## config.mk

```make
export PLATFORM = sky130hd
export DESIGN_NAME = tmr_trig_irq
export DESIGN_NICKNAME = d
export VERILOG_FILES = /design/src/rtl/tti_pkg.sv /design/src/rtl/trig_edge_det.sv /design/src/rtl/irq_flag_fsm.sv /design/src/rtl/tmr_trig_irq.sv
export SDC_FILE = /design/constraint.sdc
export NUM_CORES = 1
export LEC_CHECK = 0
export BUFFER_PORTS_ARGS = -buffer_cell sky130_fd_sc_hd__buf_2
export CORE_MARGIN = 1
export CORE_UTILIZATION = 35
export DETAILED_ROUTE_END_ITERATION = 10
export PLACE_DENSITY = 0.74
export SLEW_MARGIN = 10
export SYNTH_ARGS = -nofsm -noshare
export SYNTH_HDL_FRONTEND = slang
export SYNTH_SLANG_ARGS = --single-unit
```

## constraint.sdc

```tcl
create_clock -name clk -period 1.5 [get_ports clk]
set_clock_uncertainty 0.15 [all_clocks]
set_input_delay 0.15 -clock clk [delete_from_list [all_inputs] [get_ports clk]]
set_output_delay 0.15 -clock clk [all_outputs]
set_load 0.05 [all_outputs]
```

## src/rtl/tti_pkg.sv

```systemverilog
package tti_pkg;
    typedef enum logic [1:0] {
        EDGE_OFF  = 2'b00,
        EDGE_RISE = 2'b01,
        EDGE_FALL = 2'b10,
        EDGE_BOTH = 2'b11
    } edge_mode_e;

    typedef enum logic [1:0] {
        SRC_TRIG   = 2'b00,
        SRC_BORROW = 2'b01,
        SRC_DUTY   = 2'b10,
        SRC_EITHER = 2'b11
    } irq_src_e;

    typedef enum logic {
        FLAG_IDLE    = 1'b0,
        FLAG_PENDING = 1'b1
    } flag_state_e;

    typedef enum logic {
        LVL_LOW  = 1'b0,
        LVL_HIGH = 1'b1
    } lvl_state_e;

    localparam int BIT_SW   = 0;
    localparam int BIT_EDGE = 1;
    localparam int BIT_IEN  = 3;
    localparam int BIT_FLAG = 4;
    localparam int BIT_SRC  = 5;
endpackage

```

## src/rtl/trig_edge_det.sv

```systemverilog
module trig_edge_det
    import tti_pkg::*;
#(
    parameter int SYNC_STAGES = 2
) (
    input  logic       clk,
    input  logic       rst_n,
    input  logic       trig_in,
    input  edge_mode_e mode,
    output logic       hit
);
    localparam int TOP = SYNC_STAGES - 1;

    logic [TOP:0] sync_q;
    logic         level;
    lvl_state_e   state_q;
    logic         go_high;
    logic         go_low;

    generate
        if (SYNC_STAGES == 1) begin : g_one
            always_ff @(posedge clk or negedge rst_n) begin
                if (!rst_n) sync_q <= '0;
                else        sync_q <= trig_in;
            end
        end else begin : g_chain
            always_ff @(posedge clk or negedge rst_n) begin
                if (!rst_n) sync_q <= '0;
                else        sync_q <= {sync_q[TOP-1:0], trig_in};
            end
        end
    endgenerate

    assign level = sync_q[TOP];

    // state register: follows the synchronized level
    always_ff @(posedge clk or negedge rst_n) begin
        if (!rst_n) state_q <= LVL_LOW;
        else        state_q <= level ? LVL_HIGH : LVL_LOW;
    end

    // outputs: transitions qualified by the edge mode
    always_comb begin
        go_high = (state_q == LVL_LOW)  &&  level;
        go_low  = (state_q == LVL_HIGH) && !level;
        unique case (mode)
            EDGE_OFF:  hit = 1'b0;
            EDGE_RISE: hit = go_high;
            EDGE_FALL: hit = go_low;
            EDGE_BOTH: hit = go_high | go_low;
            default:   hit = 1'b0;
        endcase
    end

    // a reported edge always moves the tracker to the other level
    assert_hit_moves_state_R3: assert property (@(posedge clk) disable iff (!rst_n)
        hit |=> (state_q != $past(state_q)));
endmodule

```

## src/rtl/irq_flag_fsm.sv

```systemverilog
module irq_flag_fsm
    import tti_pkg::*;
(
    input  logic     clk,
    input  logic     rst_n,
    input  logic     trig_evt,
    input  logic     borrow_evt,
    input  logic     duty_evt,
    input  irq_src_e src,
    input  logic     ien,
    input  logic     clr_req,
    input  logic     dma_en,
    output logic     flag,
    output logic     irq_req,
    output logic     dma_req
);
    flag_state_e state_q;
    flag_state_e state_d;
    logic        src_hit;
    logic        set_evt;

    always_comb begin
        unique case (src)
            SRC_TRIG:   src_hit = trig_evt;
            SRC_BORROW: src_hit = borrow_evt;
            SRC_DUTY:   src_hit = duty_evt;
            SRC_EITHER: src_hit = borrow_evt | duty_evt;
            default:    src_hit = 1'b0;
        endcase
        set_evt = ien & src_hit;
    end

    always_comb begin
        state_d = state_q;
        unique case (state_q)
            FLAG_IDLE:    if (set_evt)              state_d = FLAG_PENDING;
            FLAG_PENDING: if (clr_req && !set_evt)  state_d = FLAG_IDLE;
            default:                                state_d = FLAG_IDLE;
        endcase
    end

    always_ff @(posedge clk or negedge rst_n) begin
        if (!rst_n) state_q <= FLAG_IDLE;
        else        state_q <= state_d;
    end

    always_comb begin
        flag    = (state_q == FLAG_PENDING);
        irq_req = flag & ien;
        dma_req = flag & dma_en;
    end

    // a set event wins against a clear in the same cycle
    assert_set_wins_R8: assert property (@(posedge clk) disable iff (!rst_n)
        set_evt |=> (state_q == FLAG_PENDING));
    // a lone clear retires the flag
    assert_clear_retires_R7: assert property (@(posedge clk) disable iff (!rst_n)
        (clr_req && !set_evt) |=> (state_q == FLAG_IDLE));
    // with interrupts disabled an idle flag stays idle
    assert_no_raise_disabled_R6: assert property (@(posedge clk) disable iff (!rst_n)
        (!ien && state_q == FLAG_IDLE) |=> (state_q == FLAG_IDLE));
endmodule

```

## src/rtl/tmr_trig_irq.sv

```systemverilog
module tmr_trig_irq
    import tti_pkg::*;
#(
    parameter int SYNC_STAGES = 2,
    parameter int REG_W       = 8
) (
    input  logic             clk,
    input  logic             rst_n,
    input  logic             trig_in,
    input  logic             cpu_wr_en,
    input  logic             cpu_rd_en,
    input  logic             cpu_rmw,
    input  logic [REG_W-1:0] cpu_wdata,
    output logic [REG_W-1:0] cpu_rdata,
    input  logic             borrow_evt,
    input  logic             duty_evt,
    input  logic             dma_en,
    input  logic             dma_clr,
    output logic             trig_out,
    output logic             irq_req,
    output logic             dma_req
);
    localparam int USED_W = BIT_SRC + 2;

    edge_mode_e edge_q;
    irq_src_e   src_q;
    logic       ien_q;
    logic       sw_q;
    logic       edge_hit;
    logic       trig_evt;
    logic       clr_req;
    logic       flag;

    always_ff @(posedge clk or negedge rst_n) begin
        if (!rst_n) begin
            edge_q <= EDGE_OFF;
            src_q  <= SRC_TRIG;
            ien_q  <= 1'b0;
            sw_q   <= 1'b0;
        end else if (cpu_wr_en) begin
            edge_q <= edge_mode_e'(cpu_wdata[BIT_EDGE +: 2]);
            src_q  <= irq_src_e'(cpu_wdata[BIT_SRC +: 2]);
            ien_q  <= cpu_wdata[BIT_IEN];
            sw_q   <= cpu_wdata[BIT_SW];
        end else begin
            sw_q   <= 1'b0;
        end
    end

    assign clr_req  = (cpu_wr_en && !cpu_wdata[BIT_FLAG]) || dma_clr;
    assign trig_evt = sw_q | edge_hit;
    assign trig_out = trig_evt;

    always_comb begin
        cpu_rdata                = '0;
        cpu_rdata[BIT_EDGE +: 2] = edge_q;
        cpu_rdata[BIT_IEN]       = ien_q;
        cpu_rdata[BIT_FLAG]      = flag | (cpu_rd_en & cpu_rmw);
        cpu_rdata[BIT_SRC +: 2]  = src_q;
    end

    trig_edge_det #(.SYNC_STAGES(SYNC_STAGES)) u_edge (
        .clk     (clk),
        .rst_n   (rst_n),
        .trig_in (trig_in),
        .mode    (edge_q),
        .hit     (edge_hit)
    );

    irq_flag_fsm u_flag (
        .clk        (clk),
        .rst_n      (rst_n),
        .trig_evt   (trig_evt),
        .borrow_evt (borrow_evt),
        .duty_evt   (duty_evt),
        .src        (src_q),
        .ien        (ien_q),
        .clr_req    (clr_req),
        .dma_en     (dma_en),
        .flag       (flag),
        .irq_req    (irq_req),
        .dma_req    (dma_req)
    );

    initial begin
        assert (USED_W <= REG_W) else $error("register too narrow");
    end

    // the software trigger lasts one cycle unless written again
    assert_sw_self_clear_R4: assert property (@(posedge clk) disable iff (!rst_n)
        (sw_q && !cpu_wr_en) |=> !sw_q);
    // an interrupt request implies the CPU sees a pending flag
    assert_irq_has_flag_R10: assert property (@(posedge clk) disable iff (!rst_n)
        (irq_req && !cpu_rd_en) |-> cpu_rdata[BIT_FLAG]);
endmodule

```

### Yosys cells after proc, flatten, opt, wreduce, memory -nomap -nowiden

Cells that the tools add are included.

* bits in registers: 10
* bits of input ports: 18
* logic and storage cells: 40
* output and inout bits: 11

* multiplexer cells: 7
* bitwise logic cells: 10
* reduce and logical (&&, ||, !) cells: 10
* equal/unequal tests: 6

Operators by type and width (number)
* 2-bit equality test, second input constant: 4
* 1-bit case mux with 4 select lines: 2
* 1-bit AND: 4
* 2-bit by 1-bit equality test with 1-bit output, second input constant: 2
* 1-bit logical AND: 4
* 2-bit zero test: 2
* 1-bit two-way mux: 4
* 1-bit OR: 4
* 1-bit zero test: 3
* 1-bit inverter: 2
* 1-bit case mux with 2 select lines: 1
* 1-bit logical OR: 1

### Logic depth before layout (Yosys ltp)

* depth after elaboration: 11
* mapped depth: 6
* depth with buffers taken out: 6

### Modules after synthesis

Synthesis repeated with hierarchy kept, for this count alone.

* cell total of the unflattened synthesis: 40
* area total of the unflattened synthesis: 503.0 um^2

By module, submodules not included
* tmr_trig_irq: sequential area each 150.1 um^2, times used 1, cells each 21, area each 296.5 um^2
* trig_edge_det: sequential area each 75.1 um^2, times used 1, cells each 12, area each 133.9 um^2
* irq_flag_fsm: sequential area each 25.0 um^2, times used 1, cells each 7, area each 72.6 um^2

### Worst setup path before layout

Ideal clock, no wire load.

* path type: reg2reg
* start: register edge_q[1]
* end: register u_flag.state_q, in the netlist u_flag.flag
* data required time: 1.224 ns
* cell stages (with the launch flop): 4
* clock period less this slack: 1.935 ns
* arrival time: 1.659 ns
* library setup time: 0.126 ns
* slack: -0.435 ns
* path buffers: 0
* path through: dfrtp_1 > mux2i_1 > a211o_1 > a221o_1

* cells in the longest elaborated chain, start to end: 9
* elaborated cells between the ends (all ways): 13
* those cells by class: 3 x eq/ne; 5 x mux; 2 x bitwise; 3 x reduce/logical

Ends and longest elaborated chain
* start, declared: RTL line tmr_trig_irq.sv:25 `edge_mode_e edge_q;`
* start signal, assigned: RTL line tmr_trig_irq.sv:41 `edge_q <= edge_mode_e'(cpu_wdata[BIT_EDGE +: 2]);`
* 2-bit equality test (tied with other cells): RTL line trig_edge_det.sv:46 `unique case (mode)`
* 1-bit case mux with 4 select lines (*): RTL line trig_edge_det.sv:46
* 1-bit OR (*): RTL line tmr_trig_irq.sv:51 `assign trig_evt = sw_q | edge_hit;`
* net trig_out: RTL line tmr_trig_irq.sv:19 `output logic trig_out,`
* 1-bit case mux with 4 select lines (*): RTL line irq_flag_fsm.sv:23 `unique case (src)`
* 1-bit AND (*): RTL line irq_flag_fsm.sv:30 `set_evt = ien & src_hit;`
* 1-bit zero test: RTL line irq_flag_fsm.sv:37 `FLAG_PENDING: if (clr_req && !set_evt) state_d = FLAG_IDLE;`
* 1-bit logical AND: RTL line irq_flag_fsm.sv:37
* 1-bit two-way mux: RTL line irq_flag_fsm.sv:37
* 1-bit case mux with 2 select lines (*): RTL line irq_flag_fsm.sv:35 `unique case (state_q)`
* net u_flag.state_d: RTL line irq_flag_fsm.sv:18 `flag_state_e state_d;`
* end signal, assigned: RTL line irq_flag_fsm.sv:44 `else state_q <= state_d;`
* end, declared: RTL line irq_flag_fsm.sv:17 `flag_state_e state_q;`

The timed path passes the listed nets; every way through them passes the cells marked *.
A chain may end at the register's enable or synchronous reset.

### Worst setup path in the final report

* start: register u_edge.sync_q[1]
* end: output trig_out

* cells in the longest elaborated chain, start to end: 5
* elaborated cells between the ends (all ways): 6
* those cells by class: 1 x mux; 2 x bitwise; 3 x reduce/logical

Ends and longest elaborated chain
* start, declared: RTL line trig_edge_det.sv:14 `logic [TOP:0] sync_q;`
* start signal, assigned: RTL line trig_edge_det.sv:29 `else sync_q <= {sync_q[TOP-1:0], trig_in};`
* 1-bit zero test: RTL line trig_edge_det.sv:45 `go_low = (state_q == LVL_HIGH) && !level;`
* 1-bit logical AND: RTL line trig_edge_det.sv:45
* 1-bit OR: RTL line trig_edge_det.sv:50 `EDGE_BOTH: hit = go_high | go_low;`
* 1-bit case mux with 4 select lines (*): RTL line trig_edge_det.sv:46
* 1-bit OR (*): RTL line tmr_trig_irq.sv:51
* end, declared: RTL line tmr_trig_irq.sv:19

Every way passes the cells marked *; elsewhere a longest branch is shown, timed or not.

==> run_results.csv <==
group,metric,value,unit
power,powerDensity,1024,mW/mm^2
timing,fin_crit_sh,1.166,
cells_and_area,diodes,0,
detailed_routing,via_count,404,
logic_synthesis,synth_area,464.2,um^2
logic_synthesis,ys_seq_elements,10,
global_routing,grt_pass1_vias,348,
timing,timing.final.crit_period,1.749,ns
worst_setup_path,crit_type,"reg -> out",
worst_setup_path,cp-startpoint,"u_edge.sync_q[1]",
worst_setup_path,reg2reg_from,"u_edge.sync_q[1]",
worst_setup_path,r2r-end,"u_flag.flag",
global_routing,antenna_found_initial,0,
floorplanning,die-area,0.001476,mm^2
timing,setup_slack,-0.2494,ns
run_status,violations,"setup timing",
place,port_buffers,25,
run_status,outcome,"finished with violations",
worst_hold_path,hold_path.class,"in -> reg",
detailed_routing,routedWlPerCell,10.83,um
logic_synthesis,yosysUniqueCellTypes,19,
cts,clkTransAtPathRegs,0.06,ns
detailed_routing,routed_wirelength,953,um
detailed_routing,final_antenna_net_count,0,
worst_setup_path,endpoint_kind,"output port",
cells_and_area,utilization,0.6015,
place,place_congestion,0.6765,
global_routing,grt_pass1_wl,1366,um
cts,cts_max_level,1,
worst_hold_path,whs_path_depth,2,
logic_synthesis,yosysSeqAreaShare,0.5391,
cts,cts_sinks,10,
worst_setup_path,reg2reg_slack,-0.21,ns
timing,slew_violations,0,
worst_setup_path,cp-start-kind,"flop",
global_routing,globalRouteOverflowTotal,0,
timing,rsz0062_at_grt,"true",
global_routing,grt_util_all_layers,0.1490,
detailed_routing,first_pass_iters,2,
logic_synthesis,syn_avg_cell_area,11.60,um^2
detailed_routing,post-route-drc-count,0,
worst_setup_path,r2r_cells,5,
logic_synthesis,synthCells,40,
worst_hold_path,hold_start,"cpu_wr_en",
global_routing,grt_max_degree,11,
worst_setup_path,worstPathArrival,1.45,ns
cells_and_area,syn2layout_area_growth,51.75,%
worst_setup_path,required,1.20,ns
cts,cts_tree,"built",
worst_hold_path,holdPathEnd,"ien_q",
floorplanning,initial_core_util,0.3964,
floorplanning,design.core.area,0.001171,mm^2
floorplanning,rows,12,
timing,hold_viol_final,0,
detailed_routing,drtIter0Drc,1,
floorplanning,die_y,38.42,um
timing,tns,-0.4575,ns
floorplanning,ioPinCount,29,
worst_setup_path,cp_max_fo,3,
cts,clockRootBuffer,"clkbuf_4",
cts,cts_made_buffers,3,
cells_and_area,drive_above_1_share,0.4865,
floorplanning,die_w,38.42,um
power,leakage,0.3752,nW
logic_synthesis,yosysWarnings,0,
timing,fmax,571.6,MHz
cts,clk_latency,0.25,ns
cells_and_area,fin_nets,96,
timing,setup_viol,2,
cts,clk_path_buf_depth,2,
power,vdd_drop_max,0.4978,mV
detailed_routing,route.detailed.vias_per_inst,4.591,
job,cap_violations,0,
per-layer routing:
layer  up-vias  wire length [um]  GRT usage  share of wire
li1        198                 -          -              -
met1       183               380     0.1493           0.40
met2        19               503     0.2542           0.53
met3         4                43    0.04070          0.045
met4         0                27     0.1207          0.028
met5         -                 0          0              0
report_power, final:
part	internal (mW)	total, mW	switching (mW)
combinational	0.0868	0.236	0.149
sequential	0.294	0.314	0.0200
clock	0.0920	0.171	0.0789
kinds of logic after synthesis:
kind of cell | share of synthesized area
other cells | 0.008078
mux | 0.1186
fa+ha+maj | 0.05390
buf+inv | 0.08893
flops | 0.5391
simple gates | 0.1051
compound gates | 0.08626
worst max path at each step:
stage             endpoint  slack (ns)  cells after the start
2_1_floorplan  u_flag.flag       -0.20                      4
3_3_place_gp   u_flag.flag       -0.07                      4
3_5_place_dp   u_flag.flag       -0.09                      4
4_1_cts           trig_out       -0.27                      4
5_1_grt           trig_out       -0.33                      4
6_report          trig_out       -0.25                      4
synthesized netlist by cell type:
master    count  area share
dfrtp_1      10        0.54
mux2_2        4       0.097
nor2_1        1      0.0081
nor3_1        1       0.011
mux2i_1       1       0.022
nor3b_1       1       0.016
nor2b_1       1       0.013
a211o_1       1       0.019
clkbuf_1      1      0.0081
o21ai_0       1       0.011
a22o_1        1       0.019
a21o_1        1       0.016
inv_1         4       0.032
nand2_1       2       0.016
buf_4         3       0.049
conb_1        1      0.0081
and2_1        3       0.040
a221o_1       1       0.022
ha_1          2       0.054
worst max-delay path, cell delays in order (launching register included):
cell and delay [ns]:
dfrtp_1 0.39, ha_1 0.27, mux2i_1 0.06, a211o_2 0.31
buf_6 0.16
layout make-up:
class / instances / area, um^2
multi-input cells: 23 / 177.7
inverters: 4 / 15.01
well taps: 14 / 17.52
flip-flops and latches: 10 / 252.7
clock buffers: 3 / 22.52
fillers: 107 / 466.7
repair buffers: 34 / 219.0
placed cells by master (no fill, tap or decap), types with 2 or more instances in the layout:
| cell | n |
|---|---|
| buf_2 | 24 |
| dlygate4sd3_1 | 8 |
| dfrtp_1 | 8 |
| inv_1 | 4 |
| mux2_2 | 4 |
| and2_1 | 3 |
| clkbuf_4 | 3 |
| nand2_1 | 2 |
| ha_1 | 2 |
| conb_1 | 2 |
| dfrtp_2 | 2 |
registers in the layout, summed over array words and instances (netlist names):
signal          flops
edge_q              2
u_edge.sync_q       2
src_q               2
u_flag.flag         1
u_edge.state_q      1
ien_q               1
sw_q                1
through the flow:
stage	hold WS, ns	std cells	setup WS, ns	area, um^2	power, mW
2_1_floorplan	-0.2956	41	-0.2048	471.7	0.4772
3_3_place_gp	-0.1322	76	-0.06857	588.1	0.5249
3_5_place_dp	-0.1318	76	-0.08571	588.1	0.5285
4_1_cts	0.04961	88	-0.2704	704.4	0.7279
5_1_grt	0.06083	88	-0.3307	704.4	0.7610
6_report	0.04944	88	-0.2494	704.4	0.7210
timing repair:
| item | CTS | global route |
|---|---|---|
| hold endpoints to repair | 17 | 0 |
| setup endpoints to repair | 2 | 2 |
| buffers inserted | 1 | 0 |
| hold buffers | 8 | 0 |
| resized for setup | 2 | 0 |
Note: power is estimated with default switching activity, not from simulation.
